<file path="src/rtl/bcp_pkg.sv">
package bcp_pkg;

    localparam int DATA_W = 64;
    localparam int HALF_W = DATA_W / 2;
    localparam int BYTE_W = 8;
    localparam int CNT_W  = $clog2(DATA_W + 1);

    typedef enum logic [2:0] {
        OP_CLZ   = 3'd0,
        OP_CTZ   = 3'd1,
        OP_PACK  = 3'd2,
        OP_PACKU = 3'd3,
        OP_PACKH = 3'd4
    } bcp_op_e;

    typedef struct packed {
        logic [DATA_W-1:0] pack_lo;
        logic [DATA_W-1:0] pack_hi;
        logic [DATA_W-1:0] pack_byte;
    } bcp_pack_t;

    function automatic logic [DATA_W-1:0] widen_count(input logic [CNT_W-1:0] c);
        return {{(DATA_W-CNT_W){1'b0}}, c};
    endfunction

endpackage

</file>
<file path="src/rtl/bcp_zero_count.sv">
module bcp_zero_count #(
    parameter int W       = 64,
    parameter bit LEADING = 1'b0,
    localparam int CW     = $clog2(W + 1)
) (
    input  logic [W-1:0]  value,
    output logic [CW-1:0] count
);

    logic [W-1:0] scan;

    generate
        if (LEADING) begin : g_rev
            for (genvar i = 0; i < W; i++) begin : g_bit
                assign scan[i] = value[W-1-i];
            end
        end else begin : g_fwd
            assign scan = value;
        end
    endgenerate

    // lowest set index of scan; W when none is set
    always_comb begin
        count = CW'(W);
        for (int i = W - 1; i >= 0; i--) begin
            if (scan[i]) count = CW'(i);
        end
    end

endmodule

</file>
<file path="src/rtl/bcp_packer.sv">
module bcp_packer
    import bcp_pkg::*;
(
    input  logic [DATA_W-1:0] a,
    input  logic [DATA_W-1:0] b,
    output bcp_pack_t         packs
);

    always_comb begin
        packs.pack_lo   = {b[HALF_W-1:0], a[HALF_W-1:0]};
        packs.pack_hi   = {b[DATA_W-1:HALF_W], a[DATA_W-1:HALF_W]};
        packs.pack_byte = '0;
        packs.pack_byte[2*BYTE_W-1:0] = {b[BYTE_W-1:0], a[BYTE_W-1:0]};
    end

endmodule

</file>
<file path="src/rtl/bcp_unit.sv">
module bcp_unit
    import bcp_pkg::*;
#(
    parameter bit PIPE = 1'b1
) (
    input  logic              clk,
    input  logic              rst,
    input  logic              in_valid,
    input  logic [2:0]        op_sel,
    input  logic [DATA_W-1:0] src_a,
    input  logic [DATA_W-1:0] src_b,
    output logic              out_valid,
    output logic [DATA_W-1:0] result
);

    logic [CNT_W-1:0]  lead_cnt;
    logic [CNT_W-1:0]  trail_cnt;
    bcp_pack_t         packs;
    logic [DATA_W-1:0] comb_res;

    bcp_zero_count #(.W(DATA_W), .LEADING(1'b1)) u_lead (
        .value (src_a),
        .count (lead_cnt)
    );

    bcp_zero_count #(.W(DATA_W), .LEADING(1'b0)) u_trail (
        .value (src_a),
        .count (trail_cnt)
    );

    bcp_packer u_pack (
        .a     (src_a),
        .b     (src_b),
        .packs (packs)
    );

    always_comb begin
        case (bcp_op_e'(op_sel))
            OP_CLZ:   comb_res = widen_count(lead_cnt);
            OP_CTZ:   comb_res = widen_count(trail_cnt);
            OP_PACK:  comb_res = packs.pack_lo;
            OP_PACKU: comb_res = packs.pack_hi;
            OP_PACKH: comb_res = packs.pack_byte;
            default:  comb_res = '0;
        endcase
    end

    generate
        if (PIPE) begin : g_reg
            always_ff @(posedge clk) begin
                if (rst) begin
                    out_valid <= 1'b0;
                    result    <= '0;
                end else begin
                    out_valid <= in_valid;
                    if (in_valid) result <= comb_res;
                end
            end
        end else begin : g_comb
            assign out_valid = in_valid;
            assign result    = comb_res;
        end
    endgenerate

endmodule

</file>
<file path="config.mk">
export PLATFORM = sky130hd
export DESIGN_NAME = bcp_unit
export DESIGN_NICKNAME = d
export VERILOG_FILES = /design/src/rtl/bcp_pkg.sv /design/src/rtl/bcp_zero_count.sv /design/src/rtl/bcp_packer.sv /design/src/rtl/bcp_unit.sv
export SDC_FILE = /design/constraint.sdc
export NUM_CORES = 1
export LEC_CHECK = 0
export BUFFER_PORTS_ARGS = -buffer_cell sky130_fd_sc_hd__buf_2
export CORE_AREA = 2 2 121 100
export CTS_CLUSTER_SIZE = 16
export DETAILED_ROUTE_END_ITERATION = 16
export DIE_AREA = 0 0 123 102
export PLACE_DENSITY = 0.68
export SYNTH_ARGS = -nofsm -noshare
export SYNTH_HDL_FRONTEND = slang
export SYNTH_SLANG_ARGS = --single-unit
</file>
<file path="constraint.sdc">
create_clock -name clk -period 1.8 [get_ports clk]
set_input_delay 0.09 -clock clk [delete_from_list [all_inputs] [get_ports clk]]
set_output_delay 0.09 -clock clk [all_outputs]
set_load 0.01 [all_outputs]
</file>
Word level (Yosys, flattened, before mapping):

Cells that the tools add are included.

* multiplexer cells: 129
* reductions and logical operators: 1
* equal/unequal tests: 4

Operators with widths (count)
* two-way mux 7 bit: 128
* one-hot mux 64 bit (5 select lines): 1
* == test 3 x 2 -> 1 bit (second input constant): 2
* == test 3 x 1 -> 1 bit (second input constant): 1
* == test 3 bit (second input constant): 1
* zero test 3 bit: 1

* register bits after elaboration: 65
* word-level logic and storage cells: 136
* output and inout port bits: 65

Logic depth before layout (Yosys ltp):

* depth after elaboration: 65
* mapped depth: 10
* gate-level depth less buffers: 6

By module:

Synthesis repeated with hierarchy kept, for this count alone.

* cells, all modules: 943
* area total of the unflattened synthesis: 6681.4 um^2

Modules (own cells, without submodules)
* bcp_unit: area an instance 3517.1 um^2, times used 1, sequential area each 1301.2 um^2, cells each 456
* bcp_zero_count: area an instance 859.6 um^2, times used 2, sequential area each 0.0 um^2, cells each 147
* bcp_packer: area an instance 1445.1 um^2, times used 1, sequential area each 0.0 um^2, cells each 193

Least setup slack after synthesis:

OpenSTA, ideal clock, no wires.

* kind: input port to flip-flop
* start: input src_a[15]
* end: register result[6]
* cell stages on the path: 6
* data arrival time: 1.569 ns
* required time: 1.715 ns
* slack: 0.146 ns
* path buffers: 0
* setup time: 0.085 ns
* cells stage by stage: or4_4 and4bb_1 nor3b_2 nor4b_4 a221oi_2 o31ai_2

* word-level cells in the longest chain between the ends: 50

RTL lines
* from (decl): RTL line bcp_unit.sv:10 `input logic [DATA_W-1:0] src_a,`
* two-way mux 7 bit (49 in series): RTL line bcp_zero_count.sv:26 `if (scan[i]) count = CW'(i);`
* one-hot mux 64 bit (5 select lines) (*): RTL line bcp_unit.sv:38 `case (bcp_op_e'(op_sel))`
* to (signal assigned): RTL line bcp_unit.sv:56 `if (in_valid) result <= comb_res;`
* to (decl): RTL line bcp_unit.sv:13 `output logic [DATA_W-1:0] result`

Every way passes the cells marked *; elsewhere a longest branch is shown, timed or not.
A chain may end at the register's enable or synchronous reset.

Worst setup path after layout:

* start: input src_a[11]
* end: register result[0]

* word-level cells in the longest chain between the ends: 54

RTL lines (RTL line)
* two-way mux 7 bit (53 in series): bcp_zero_count.sv:26
* one-hot mux 64 bit (5 select lines) (*): bcp_unit.sv:38

Marked as above.

==> impl_metrics.py <==
metrics = {
    "run_status": {
        "outcome": "completed",
    },
    "floorplan": {
        "ios": 199,
        "die_area_sq_um": 12500,
        "start_util_pct": 39.3,
        "die_x_microns": 123,
        "die_h_microns": 102,
        "core.rowCount": 35,
        "core_sq_um": 11300,
    },
    "power": {
        "p_leak_uw": 0.00294,
        "switchingPower_uw": 1230,
        "peakVddDrop_mv": 0.463,
        "clkPwrFrac_pct": 43.8,
        "power_frac_seq_pct": 34.6,
        "pwr-share-comb_pct": 21.6,
        "powerDensity_nw_per_um2": 655,
        "intPower_uw": 3070,
        "power_uw": 4300,
        "sw_frac_of_total_pct": 28.6,
    },
    "synth": {
        "netlist_instances": 625,
        "ys_types": 61,
        "yosys.area.top_type": "dfxtp_1",
        "ys_ff_latch": 65,
        "synth_area_leaders": "dfxtp_1 (29%), nor2_1 (13%), a22oi_1 (9.8%)",
        "syn_area_sq_um": 4450,
        "ys_seq_area_share_pct": 29.3,
        "synth_commonest_cells": "nor2_1 (151), a21oi_1 (71), dfxtp_1 (65), a22oi_1 (58), nand2_1 (27)",
        "syn-num-nets": 759,
        "synthArstFlopShare_pct": 0,
        "avgSynthCellArea_sq_um": 7.11,
        "synth-main-ff-cell": "dfxtp_1",
        "yosysMostFrequentCell": "nor2_1",
        "synth_top_area_share_pct": 29.3,
        "synth_edf_count": 0,
        "synth_warnings": 0,
    },
    "layout": {
        "final_nets": 1031,
        "final_cell_area_sq_um": 6560,
        "synthToLayoutAreaGrowth_pct": 47.6,
        "antenna_cells": 0,
        "fillers": 1107,
        "final_core_util_pct": 58.1,
        "drive_above_1_share_pct": 36.8,
    },
    "global_routing": {
        "gr-usage-all-layers_pct": 29.5,
        "antenna_found_initial": 0,
        "grt_max_degree": 65,
        "overflow": 0,
        "grt_pass1_vias": 5610,
        "grt_pass1_wl_microns": 28800,
    },
    "detailed_routing": {
        "vias": 6142,
        "drtAntennaViolNets": 0,
        "firstDrtPassIters": 6,
        "via_per_inst": 5.85,
        "wl_microns": 19400,
        "drc": 0,
        "post_drt_wl_per_cell_microns": 18.4,
        "drt_iter0_drc": 498,
    },
    "placement": {
        "gp_congestion": 0.996,
        "placed_cell_area_sq_um": 6230,
        "io_buffers": 198,
        "dpl.hpwl_microns": 15000,
    },
    "sta": {
        "final_hold_viol_count": 0,
        "clock_skew_ns": 0,
        "slew_violations": 0,
        "tns_ns": 0,
        "rsz0062_at_grt": "no",
        "worst_slew_pin_slew_ns": 0.978,
        "slew_headroom_pct": 34.6,
        "period_share_pct": 94.5,
        "setup_viol": 0,
        "clock.fmax_mhz": 588,
        "timing.final.crit_period_ns": 1.70,
    },
    "clocking": {
        "clockRootBuffer": "clkbuf_16",
        "post_cts_buffers": 0,
        "clk_latency_ns": 0.34,
        "cts_resized": 0,
        "cts_hold_buffers": 0,
        "clockBufferDepth": 2,
        "cts_htree_levels": 3,
        "clk_pin_slew_ns": 0.06,
        "cts_buffers": 9,
        "cts_tree": "yes",
        "cts_sinks": 65,
    },
    "setup_path": {
        "cp_max_fo": 5,
        "crit_family": "simple AND/OR/NAND/NOR gates",
        "slowest_delay_ns": 0.59,
        "crit_chain": "buf_2 > buf_4 > or4_1 > nor4_1 > o221ai_1 > a311oi_1 > o31ai_1",
        "critPathKind": "input port to flip-flop",
        "worst_path_max_delay_cell": "or4_1",
        "crit_required_ns": 2.02,
        "start_kind": "input port",
        "worstPathArrival_ns": 1.92,
        "worst-path-buf-inv": 2,
        "end_kind": "flip-flop",
    },
    "min_path": {
        "min_path_type": "input port to flip-flop",
    },
    "job": {
        "cap_viol_max_count": 0,
    },
}
==> kinds of logic after synthesis <==
| group | after synthesis | synth area share (%) |
|---|---|---|
| multiplexers | 8 | 1.80 |
| AO/OA/AOI/OAI | 228 | 34.7 |
| AND/OR/NAND/NOR | 268 | 29.2 |
| buffers and inverters | 56 | 4.95 |
| flip-flops | 65 | 29.3 |
==> worst reg2reg max path, cell delays in order (launching register included) <==
cell     delay [ns]
dfxtp_1        0.35
nor2b_1        0.18
o21ai_0        0.17
nor4b_1        0.37
buf_4          0.16
o21ai_0        0.07
o31ai_1        0.23
==> flip-flops by register name, summed over array words and instances, names as in the netlist <==
signal and count:
out_valid 1, result 64
==> metrics by stage <==
step,hold WS (ns),setup WS [ns],std cells
global placement,0.441,-0.154,1033
finish,0.118,0.0995,1050
global route,0.150,0.00882,1050
detailed placement,0.455,-0.182,1033
floorplan,0.291,0.146,625
CTS,0.117,0.160,1049
==> placed cells by master, fill, tap and decap left out, drive strengths merged, types with 4 or more instances in the layout <==
cell	instances
buf	296
nor2	153
a21oi	72
dfxtp	65
a22oi	58
nand2	27
o21ai	25
nor4	21
inv	20
o31ai	13
nor3	12
or4	11
nand3	9
clkbuf	9
nand2b	8
mux2i	8
a31oi	8
a221oi	7
nor2b	5
nand4	5
a211oi	4
o211ai	4
o311ai	4
a311oi	4
clkinv	4
==> per-layer routing <==
layer,part of all wire [%],routed length (microns),track usage (%)
met1,43,8260,39.0
met2,46,8940,49.5
met3,9.4,1810,5.86
met4,1.8,347,7.52
met5,0,0,0
==> path summary, 6_finish.rpt <==
kind | startpoint | endpoint | slack [ns] | cells past startpoint
max | src_a[11] | result[0] | 0.1 | 7
max reg2reg | result[0] | result[0] | 0.18 | 6
min | src_b[13] | result[45] | 0.12 | 5
min reg2reg | result[37] | result[37] | 0.48 | 2
==> power groups by stage <==
stage / sequential (uW) / clock, uW / combinational, uW
finish: 1490 / 1890 / 927
global route: 1490 / 1970 / 1000
CTS: 1490 / 1920 / 910
detailed placement: 1520 / 0 / 904
global placement: 1520 / 0 / 894
floorplan: 1530 / 0 / 350
==> cell type report <==
cell class	count	area, sq um	share of cell area, %
clock inverter	7	95.1	1.45
multi-input combinational	505	2950	45.0
timing repair buffer	296	1730	26.4
tap	148	185	2.82
sequential	65	1300	19.8
inverter	20	75.1	1.14
clock buffer	9	225	3.43
(Power assumes the default switching activity.)
